File: src/rtl/lapic_timer_pkg.sv
// Package: shared register map and field positions for the local timer.
// Assumes a 4-bit register address and a 32-bit data path.
package lapic_timer_pkg;
    localparam int ADDR_W       = 4;
    localparam int PRI_W        = 8;
    localparam int FMT_W        = 4;
    localparam int LVT_MASK_BIT = 16;
    localparam int LVT_PER_BIT  = 17;

    typedef enum logic [ADDR_W-1:0] {
        RA_TPR   = 4'd0,
        RA_SPUR  = 4'd1,
        RA_LDEST = 4'd2,
        RA_DFMT  = 4'd3,
        RA_ESR   = 4'd4,
        RA_CMD   = 4'd5,
        RA_LVT   = 4'd6,
        RA_INIT  = 4'd7,
        RA_CUR   = 4'd8,
        RA_DIV   = 4'd9
    } reg_addr_e;
endpackage

File: src/rtl/lapic_timer_regs.sv
// Module: register file with INIT defaults and a registered read port.
// Assumes a single write and a single read per cycle. INIT beats a write.
module lapic_timer_regs
    import lapic_timer_pkg::*;
#(
    parameter int DATA_W = 32,
    parameter int VEC_W  = 8,
    parameter int DIV_W  = 3
) (
    input  logic              clk,
    input  logic              rst_n,
    input  logic              init_req,
    input  logic              wr_en,
    input  logic [ADDR_W-1:0] wr_addr,
    input  logic [DATA_W-1:0] wr_data,
    input  logic              rd_en,
    input  logic [ADDR_W-1:0] rd_addr,
    input  logic [DATA_W-1:0] cur_count,
    output logic [DATA_W-1:0] rd_data,
    output logic [DATA_W-1:0] init_cnt,
    output logic [VEC_W-1:0]  lvt_vec,
    output logic              lvt_mask,
    output logic              lvt_per,
    output logic [DIV_W-1:0]  div_code,
    output logic              load_cnt
);
    logic [PRI_W-1:0]  tpr_q, spur_q, ldest_q, esr_q;
    logic [FMT_W-1:0]  dfmt_q;
    logic [DATA_W-1:0] cmd_q;
    logic [DATA_W-1:0] rd_next;

    // Purpose: flag a count load that INIT does not override.
    assign load_cnt = wr_en && !init_req && (wr_addr == RA_INIT);

    // Purpose: hold the registers and apply reset, INIT or a write.
    always_ff @(posedge clk) begin
        if (!rst_n || init_req) begin
            tpr_q    <= '0;
            spur_q   <= '1;
            ldest_q  <= '0;
            dfmt_q   <= '1;
            esr_q    <= '0;
            cmd_q    <= '0;
            lvt_vec  <= '0;
            lvt_mask <= 1'b1;
            lvt_per  <= 1'b0;
            init_cnt <= '0;
            div_code <= '0;
        end else if (wr_en) begin
            case (reg_addr_e'(wr_addr))
                RA_TPR:   tpr_q   <= wr_data[PRI_W-1:0];
                RA_SPUR:  spur_q  <= wr_data[PRI_W-1:0];
                RA_LDEST: ldest_q <= wr_data[PRI_W-1:0];
                RA_DFMT:  dfmt_q  <= wr_data[FMT_W-1:0];
                RA_ESR:   esr_q   <= wr_data[PRI_W-1:0];
                RA_CMD:   cmd_q   <= wr_data;
                RA_LVT: begin
                    lvt_vec  <= wr_data[VEC_W-1:0];
                    lvt_mask <= wr_data[LVT_MASK_BIT];
                    lvt_per  <= wr_data[LVT_PER_BIT];
                end
                RA_INIT:  init_cnt <= wr_data;
                RA_DIV:   div_code <= wr_data[DIV_W-1:0];
                default:  ;
            endcase
        end
    end

    // Purpose: select the read value for the addressed register.
    always_comb begin
        rd_next = '0;
        case (reg_addr_e'(rd_addr))
            RA_TPR:   rd_next[PRI_W-1:0] = tpr_q;
            RA_SPUR:  rd_next[PRI_W-1:0] = spur_q;
            RA_LDEST: rd_next[PRI_W-1:0] = ldest_q;
            RA_DFMT:  rd_next[FMT_W-1:0] = dfmt_q;
            RA_ESR:   rd_next[PRI_W-1:0] = esr_q;
            RA_CMD:   rd_next = cmd_q;
            RA_LVT: begin
                rd_next[VEC_W-1:0]    = lvt_vec;
                rd_next[LVT_MASK_BIT] = lvt_mask;
                rd_next[LVT_PER_BIT]  = lvt_per;
            end
            RA_INIT:  rd_next = init_cnt;
            RA_CUR:   rd_next = cur_count;
            RA_DIV:   rd_next[DIV_W-1:0] = div_code;
            default:  rd_next = '0;
        endcase
    end

    // Purpose: register the read data one cycle after the strobe.
    always_ff @(posedge clk) begin
        if (!rst_n)     rd_data <= '0;
        else if (rd_en) rd_data <= rd_next;
    end
endmodule

File: src/rtl/lapic_timer_prescale.sv
// Module: power-of-two prescaler. It pulses 'tick' once every 2^shift clocks,
// counted from the last clear. Divide code all-ones means shift 0; any other
// code c means shift c+1.
module lapic_timer_prescale #(
    parameter int DIV_W = 3
) (
    input  logic             clk,
    input  logic             rst_n,
    input  logic             clr,
    input  logic [DIV_W-1:0] div_code,
    output logic             tick
);
    localparam int PRE_W = (1 << DIV_W) - 1;

    logic [DIV_W-1:0] shift;
    logic [PRE_W-1:0] pre_q;
    logic [PRE_W-1:0] low_mask;

    // Purpose: decode the divide code and form the mask of the low bits.
    always_comb begin
        shift    = (div_code == '1) ? '0 : div_code + DIV_W'(1);
        low_mask = (PRE_W'(1) << shift) - PRE_W'(1);
        tick     = ((pre_q & low_mask) == low_mask);
    end

    // Purpose: count clocks since the last clear.
    always_ff @(posedge clk) begin
        if (!rst_n || clr) pre_q <= '0;
        else               pre_q <= pre_q + PRE_W'(1);
    end
endmodule

File: src/rtl/lapic_timer_count.sv
// Module: the down counter and expiry pulse. A load beats a tick. A one-shot
// count fires once on the tick after it reaches zero. A periodic count fires
// and reloads on that tick. A zero load never fires.
module lapic_timer_count #(
    parameter int DATA_W = 32,
    parameter int VEC_W  = 8
) (
    input  logic              clk,
    input  logic              rst_n,
    input  logic              init_req,
    input  logic              load,
    input  logic [DATA_W-1:0] load_val,
    input  logic [DATA_W-1:0] init_cnt,
    input  logic              tick,
    input  logic              per_mode,
    input  logic              masked,
    input  logic [VEC_W-1:0]  vec,
    output logic [DATA_W-1:0] cur,
    output logic              fire,
    output logic [VEC_W-1:0]  fire_vec
);
    logic armed;

    // Purpose: step the count, reload or disarm it, and raise the pulse.
    always_ff @(posedge clk) begin
        if (!rst_n || init_req) begin
            cur      <= '0;
            armed    <= 1'b0;
            fire     <= 1'b0;
            fire_vec <= '0;
        end else begin
            fire <= 1'b0;
            if (load) begin
                cur   <= load_val;
                armed <= (load_val != '0);
            end else if (tick) begin
                if (cur != '0) begin
                    cur <= cur - DATA_W'(1);
                end else if (per_mode) begin
                    cur <= init_cnt;
                    if (init_cnt != '0) begin
                        fire     <= !masked;
                        fire_vec <= vec;
                    end
                end else if (armed) begin
                    armed    <= 1'b0;
                    fire     <= !masked;
                    fire_vec <= vec;
                end
            end
        end
    end
endmodule

File: src/rtl/lapic_timer.sv
// Module: top level of the local interrupt controller timer. It joins the
// register file, the prescaler and the down counter. The clock and reset are
// synchronous. Register access goes through a one-cycle read/write port.
module lapic_timer
    import lapic_timer_pkg::*;
#(
    parameter int DATA_W = 32,
    parameter int VEC_W  = 8,
    parameter int DIV_W  = 3
) (
    input  logic              clk,
    input  logic              rst_n,
    input  logic              init_req,
    input  logic              wr_en,
    input  logic [ADDR_W-1:0] wr_addr,
    input  logic [DATA_W-1:0] wr_data,
    input  logic              rd_en,
    input  logic [ADDR_W-1:0] rd_addr,
    output logic [DATA_W-1:0] rd_data,
    output logic              tmr_fire,
    output logic [VEC_W-1:0]  tmr_vector
);
    logic [DATA_W-1:0] init_cnt, cur_count;
    logic [VEC_W-1:0]  lvt_vec;
    logic              lvt_mask, lvt_per, load_cnt, tick;
    logic [DIV_W-1:0]  div_code;

    lapic_timer_regs #(.DATA_W(DATA_W), .VEC_W(VEC_W), .DIV_W(DIV_W)) u_regs (
        .clk(clk), .rst_n(rst_n), .init_req(init_req),
        .wr_en(wr_en), .wr_addr(wr_addr), .wr_data(wr_data),
        .rd_en(rd_en), .rd_addr(rd_addr), .cur_count(cur_count),
        .rd_data(rd_data), .init_cnt(init_cnt), .lvt_vec(lvt_vec),
        .lvt_mask(lvt_mask), .lvt_per(lvt_per), .div_code(div_code),
        .load_cnt(load_cnt)
    );

    lapic_timer_prescale #(.DIV_W(DIV_W)) u_pre (
        .clk(clk), .rst_n(rst_n), .clr(load_cnt || init_req),
        .div_code(div_code), .tick(tick)
    );

    lapic_timer_count #(.DATA_W(DATA_W), .VEC_W(VEC_W)) u_cnt (
        .clk(clk), .rst_n(rst_n), .init_req(init_req),
        .load(load_cnt), .load_val(wr_data), .init_cnt(init_cnt),
        .tick(tick), .per_mode(lvt_per), .masked(lvt_mask), .vec(lvt_vec),
        .cur(cur_count), .fire(tmr_fire), .fire_vec(tmr_vector)
    );
endmodule

File: config.mk
export PLATFORM = sky130hd
export DESIGN_NAME = lapic_timer
export DESIGN_NICKNAME = d
export VERILOG_FILES = /design/src/rtl/lapic_timer_pkg.sv /design/src/rtl/lapic_timer_regs.sv /design/src/rtl/lapic_timer_prescale.sv /design/src/rtl/lapic_timer_count.sv /design/src/rtl/lapic_timer.sv
export SDC_FILE = /design/constraint.sdc
export NUM_CORES = 1
export LEC_CHECK = 0
export BUFFER_PORTS_ARGS = -buffer_cell sky130_fd_sc_hd__buf_2
export CORE_MARGIN = 2
export CORE_UTILIZATION = 50
export CTS_BUF_LIST = sky130_fd_sc_hd__clkbuf_4 sky130_fd_sc_hd__clkbuf_8
export CTS_CLUSTER_DIAMETER = 50
export DETAILED_ROUTE_END_ITERATION = 7
export PLACE_DENSITY = 0.74
export SLEW_MARGIN = 10
export SYNTH_ARGS = -nofsm -noshare
export SYNTH_HDL_FRONTEND = slang
export SYNTH_HIERARCHICAL = 1
export SYNTH_SLANG_ARGS = --single-unit
File: constraint.sdc
create_clock -name clk -period 4.33 [get_ports clk]
set_input_delay 0.433 -clock clk [delete_from_list [all_inputs] [get_ports clk]]
set_output_delay 0.433 -clock clk [all_outputs]
set_load 0.01 [all_outputs]
After elaboration in Yosys (flattened, before gate mapping) --
Cells that the tools add are included.
Word-level totals: output and inout bits 41, flip-flop bits (word level) 194, input port bits 45
Cells by class: add/subtract/negate cells 4, shift operators 1, bitwise operators 4, muxes and demuxes 21, reductions and logical operators 29, equality and inequality tests 22
Operators by type and width (count):
- 2-to-1 mux 32 bit | 4
- nonzero test 32 bit | 3
- one-hot mux 14 bit (3 select lines) | 1
- == test 4 x 3 -> 1 bit (second input constant) | 8
- one-hot mux 4 bit (8 select lines) | 1
- subtractor 32 x 1 -> 32 bit (second input constant) | 1
- one-hot mux 3 bit (10 select lines) | 1
- 2-to-1 mux 8 bit | 3
- one-hot mux 8 bit (3 select lines) | 1
- AND reduction 2 bit | 10
- == test 4 x 2 -> 1 bit (second input constant) | 4
- == test 4 bit (second input constant) | 3
- one-hot mux 1 bit (9 select lines) | 1
- == test 4 x 1 -> 1 bit (second input constant) | 2
- zero test 4 bit | 2
- one-hot mux 2 bit (4 select lines) | 1
- adder 7 x 1 -> 7 bit (second input constant) | 1
- AND 7 bit | 1
- == test 7 bit | 1
- 2-to-1 mux 1 bit | 7
- << shifter 1 x 3 -> 7 bit (first input constant) | 1
- subtractor 7 x 2 -> 7 bit (second input constant) | 1
- AND reduction 5 bit | 1
- != test 2 bit (second input constant) | 2
- other kinds (12) | 20

Longest topological paths before layout --
word-level depth 8, mapped depth 16, mapped depth without buffers 13

Hierarchy --
The synthesis kept the hierarchy.
By module, submodules not included:
- lapic_timer_regs | times used 1, area each 6324.8 um^2, seq. area each 2902.8 um^2, cells an instance 747
- lapic_timer_count | times used 1, area each 2986.6 um^2, seq. area each 840.8 um^2, cells an instance 394
- lapic_timer_prescale | times used 1, area each 498.0 um^2, seq. area each 140.1 um^2, cells an instance 60
- lapic_timer | times used 1, area each 6.3 um^2, seq. area each 0.0 um^2, cells an instance 1

Worst setup path after synthesis --
OpenSTA, ideal clock, no wires.
path kind register to register, from register u_regs.div_code[1], to register u_cnt.cur[10], data required time 4193 ps, arrival time 3138 ps, path slack 1055 ps, path buffers 3, library setup time 137 ps, stages on the path, launching flop included 16, clock period less this slack 3275 ps, path through dfxtp_1 -> nand2_1 -> inv_1 -> ha_1 -> buf_6 -> or3b_1 -> ha_1 -> nand2b_1 -> mux2_1 -> a21o_1 -> a211oi_1 -> nor2_1 -> a31oi_1 -> buf_2 -> clkbuf_1 -> a31oi_1
On the way: cells in the longest elaborated chain, start to end 8
RTL lines:
- start: declaration | line lapic_timer_regs.sv:24 | output logic [DIV_W-1:0] div_code,
- start signal: assignment | line lapic_timer_regs.sv:63 | RA_DIV: div_code <= wr_data[DIV_W-1:0];
- adder 3 x 1 -> 3 bit or == test 3 bit (tied branches) | line lapic_timer_prescale.sv:21 | shift = (div_code == '1) ? '0 : div_code + DIV_W'(1);
- 2-to-1 mux 3 bit (*) | line lapic_timer_prescale.sv:21
- << shifter 1 x 3 -> 7 bit (*) | line lapic_timer_prescale.sv:22 | low_mask = (PRE_W'(1) << shift) - PRE_W'(1);
- subtractor 7 x 2 -> 7 bit (*) | line lapic_timer_prescale.sv:22
- AND 7 bit | line lapic_timer_prescale.sv:23 | tick = ((pre_q & low_mask) == low_mask);
- == test 7 bit (*) | line lapic_timer_prescale.sv:23
- via tick | line lapic_timer.sv:25 | logic lvt_mask, lvt_per, load_cnt, tick;
- nonzero test 2 bit (no source line) (*)
- AND reduction 2 bit (no source line) (*)
- end signal: assignment | line lapic_timer_count.sv:34 | cur <= load_val;
- end signal: assignment | line lapic_timer_count.sv:38 | cur <= cur - DATA_W'(1);
- end signal: assignment | line lapic_timer_count.sv:40 | cur <= init_cnt;
- end: declaration | line lapic_timer_count.sv:18 | output logic [DATA_W-1:0] cur,
Mark *: on every way through the listed nets, which the timed path passes. The rest lies on a longest branch. A chain may end at the register's enable or synchronous reset.

Worst setup path after layout --
from register u_regs.div_code[1], to register u_cnt.cur[17]
The elaborated chain is that of the path after synthesis.

==> out/results.tsv <==
stage	metric	value	unit
synthesis	FF+latch count, synth	194	
finish	area delta synth->final	9.48	%
drt	WL final	30.3	mm
drt	DRT antenna net count	0	
grt	initial antenna violation count	0	
synthesis	Syn Area/Cell	8.17	um^2
synthesis	count leader, synth	nand2_1	
worst_hold_path	min-delay src	wr_data[22]	
synthesis	Seq/Total Area, Yosys	39.6	%
drt	DRT iter0 DRCs	1055	
outcome	outcome	finished clean	
timing	final setup slack of the worst path	0.271	ns
place	post-placement worst setup slack	0.378	ns
critical_path	slowest CP cell	a31oi_4	
critical_path	WP buf/inv	2	
timing	Worst Hold Slack	0.214	ns
floorplanning	die width	144	um
clock_tree	Clock Path Buffers	2	
clock_tree	CTS Root Cell	clkbuf_8	
critical_path	worst-path maximum fanout	21	
synthesis	Unique masters post-synth	84	
drt	drt first pass iters	6	
timing	Total Negative Setup Slacks	0	ns
critical_path	CP Capture Type	register	
critical_path	critical path startpoint category	register	
critical_path	CP top delay family	compound AO/OA/AOI/OAI gates	
worst_hold_path	Min-Delay Path Class	in -> reg	
grt	total global-route track usage	29.3	%
timing	post-layout minimum cycle time	4.06	ns
synthesis	Synth area leader	dfxtp_1	
clock_tree	clock slew at reported path FFs	0.10	ns
finish	fin nets	1290	
finish	layout cells sized above 1	14.1	%
clock_tree	cts repair resizes	0	
synthesis	multiplexer share of the synthesized area	7.23	%
timing	clk_skew	0.0201	ns
timing	final setup fails	0	
clock_tree	Clk Latency, worst-skew pair	0.49	ns
floorplanning	Vert. Die Dim	144	um
pwr	overall power	0.0100	W
grt	vias in the first global route	8632	
synthesis	synth top area cells	dfxtp_1 40%, nand2_1 9.6%, mux2i_1 5.8%	
grt	GRT overflow	0	
synthesis	mapped cell area	9820	um^2
floorplanning	initial core utilization	50.8	%
place	RePlAce Congestion	0.954	
synthesis	syn_nets	1254	
finish	post-layout util	55.6	%
grt	largest net degree at the start of global routing	70	
synthesis	yosys warns	6	
synthesis	Post-synth EDFFs	0	
floorplanning	die area	20800	um^2
timing	Tightest Pin Transition	1.14	ns
synthesis	share of the synthesized area in the top cell type	39.6	%
pwr	Leakage	4.13	nW
critical_path	cells along the critical path	nand2_1, inv_1, ha_1, or3b_1, ha_1, nand2b_1, mux2_1, a21o_1, a211oi_1, nor2_1, a31oi_4, buf_4, a21oi_1, a311oi_1	
synthesis	xor/xnor share of the synthesized area	1.43	%
synthesis	Compound-Gate Fraction of Synth Area	19.9	%
floorplanning	core area	19300	um^2
critical_path	Setup crit start	u_regs/div_code[1]	
job	Max Cap Viol	0	
synthesis	Post-synth top cells	251 x nand2_1, 194 x dfxtp_1, 107 x nor2_1	
timing	fin. max-slew vios	0	
critical_path	WP data required	4.72	ns
clock_tree	TritonCTS clock tree	yes	
grt	first-pass GRT wire length	47.6	mm
finish	antenna cells	0	
place	dpl hpwl	20.1	mm
drt	routed len/inst	20.0	um
clock_tree	setup bufs post-CTS	0	
timing	Worst slew margin	23.5	%
synthesis	largest family of logic cells by synthesized area	simple AND/OR/NAND/NOR gates	
synthesis	synthesized instance count	1202	
clock_tree	cts hold-fix bufs	0	
clock_tree	clock sink total	194	
timing	Hold Vio Cnt, Final	0	
critical_path	Worst R2R Start	u_regs/div_code[1]	
timing	Period Utilization, post-route	93.7	%
timing	unrepaired setup endpoints after global routing	false	
floorplanning	FP Rows	51	
critical_path	WS Path Type	reg -> reg	
critical_path	most used cell along the critical path	ha_1	
critical_path	Worst EP arrival	4.44	ns
pwr	Pwr per Cell Area	934	nW/um^2
synthesis	post-synthesis adder-cell area fraction	0.892	%
drt	Via Count	9406	
timing	max frequency	246	MHz
synthesis	Synth Area in Simple Gates	25.9	%
place	# port buffers	85	
pwr	VDD IR max	0.00101	V
drt	vias per cell	6.21	
synthesis	asr flop ratio synth	0	%
synthesis	top_reg_cell synth	dfxtp_1	
critical_path	critical path's largest stage delay	0.46	ns
clock_tree	H-tree level count	4	
drt	Residual DRC	0	
floorplanning	number of I/O pins	86	
clock_tree	total CTS buffers	17	
## final cells by class
cell class,instances,area [um^2]
Fill cell,1797,8590
Clock buffer,18,241
Tap cell,265,332
Sequential cell,194,3880
Multi-Input combinational cell,904,5500
Inverter,13,48.8
Clock inverter,13,146
Timing Repair Buffer,108,598
## logic make-up (layout without fill, tap and decap cells)
kind of cell    Yosys count  count (layout)
fa+ha+maj                 7               7
buf+inv                 104             152
compound gates          285             285
mux                      67              67
flops                   194             194
xor+xnor                 16              16
simple gates            529             529
## per-layer routing
| metal | share of wire, % | GRT usage, % | up-vias |
|---|---|---|---|
| met2 | 45 | 45.1 | 475 |
| met4 | 2.2 | 8.67 | 0 |
| met3 | 9.0 | 7.19 | 56 |
| li1 | - | - | 4383 |
| met1 | 44 | 40.8 | 4492 |
| met5 | 0 | 0 | - |
## path summary, 6_finish.rpt
| check | slack [ns] | depth (start not counted) | end |
|---|---|---|---|
| worst min register to register | 0.46 | 2 | u_regs/cmd_q[9] |
| worst min-delay path | 0.21 | 3 | u_regs/cmd_q[22] |
| worst max register to register | 0.27 | 14 | u_cnt/cur[17] |
| worst max-delay path | 0.27 | 14 | u_cnt/cur[17] |
## registers in the layout (all words and copies together), names as in the netlist
register	flops
u_regs/rd_data	32
u_regs/dfmt_q	4
u_regs/lvt_vec	8
u_cnt/fire	1
u_cnt/cur	32
u_regs/spur_q	8
u_regs/esr_q	8
u_cnt/fire_vec	8
u_regs/init_cnt	32
u_regs/cmd_q	32
u_cnt/armed	1
u_regs/lvt_per	1
u_regs/lvt_mask	1
u_regs/ldest_q	8
u_regs/div_code	3
u_regs/tpr_q	8
u_pre/pre_q	7
## power breakdown
| group | internal (W) | switching, W | total, W |
|---|---|---|---|
| Combinational | 0.00251 | 0.00422 | 0.00673 |
| Clock | 0.000483 | 0.000712 | 0.00120 |
| Sequential | 0.00190 | 0.000214 | 0.00212 |
## cell usage in the layout (no fill, tap or decap), types with 8 or more instances in the layout
cell,count
nand2_1,251
dfxtp_1,194
nor2_1,105
buf_2,85
a21oi_1,84
mux2i_1,57
o21ai_0,31
nand3_1,29
a22oi_1,28
a22o_1,26
buf_4,23
nor4_1,22
nor3_1,20
clkbuf_8,17
a31oi_1,17
nand2b_1,14
nor2b_1,13
xnor2_1,13
inv_1,12
o211ai_1,11
o22ai_1,8
a211o_1,8
## metrics by stage
stage	area (um^2)	std cells
2_1_floorplan	9820	1202
3_3_place_gp	10400	1484
3_5_place_dp	10400	1484
4_1_cts	10700	1515
5_1_grt	10700	1515
6_report	10700	1515
## worst min-delay path, delay by kind of cell
| family | cells | cell delay [ns] |
|---|---|---|
| simple gates | 1 | 0.05 |
| compound gates | 1 | 0.05 |
| buf+inv | 1 | 0.12 |
Note: power is estimated with default switching activity, not from simulation.
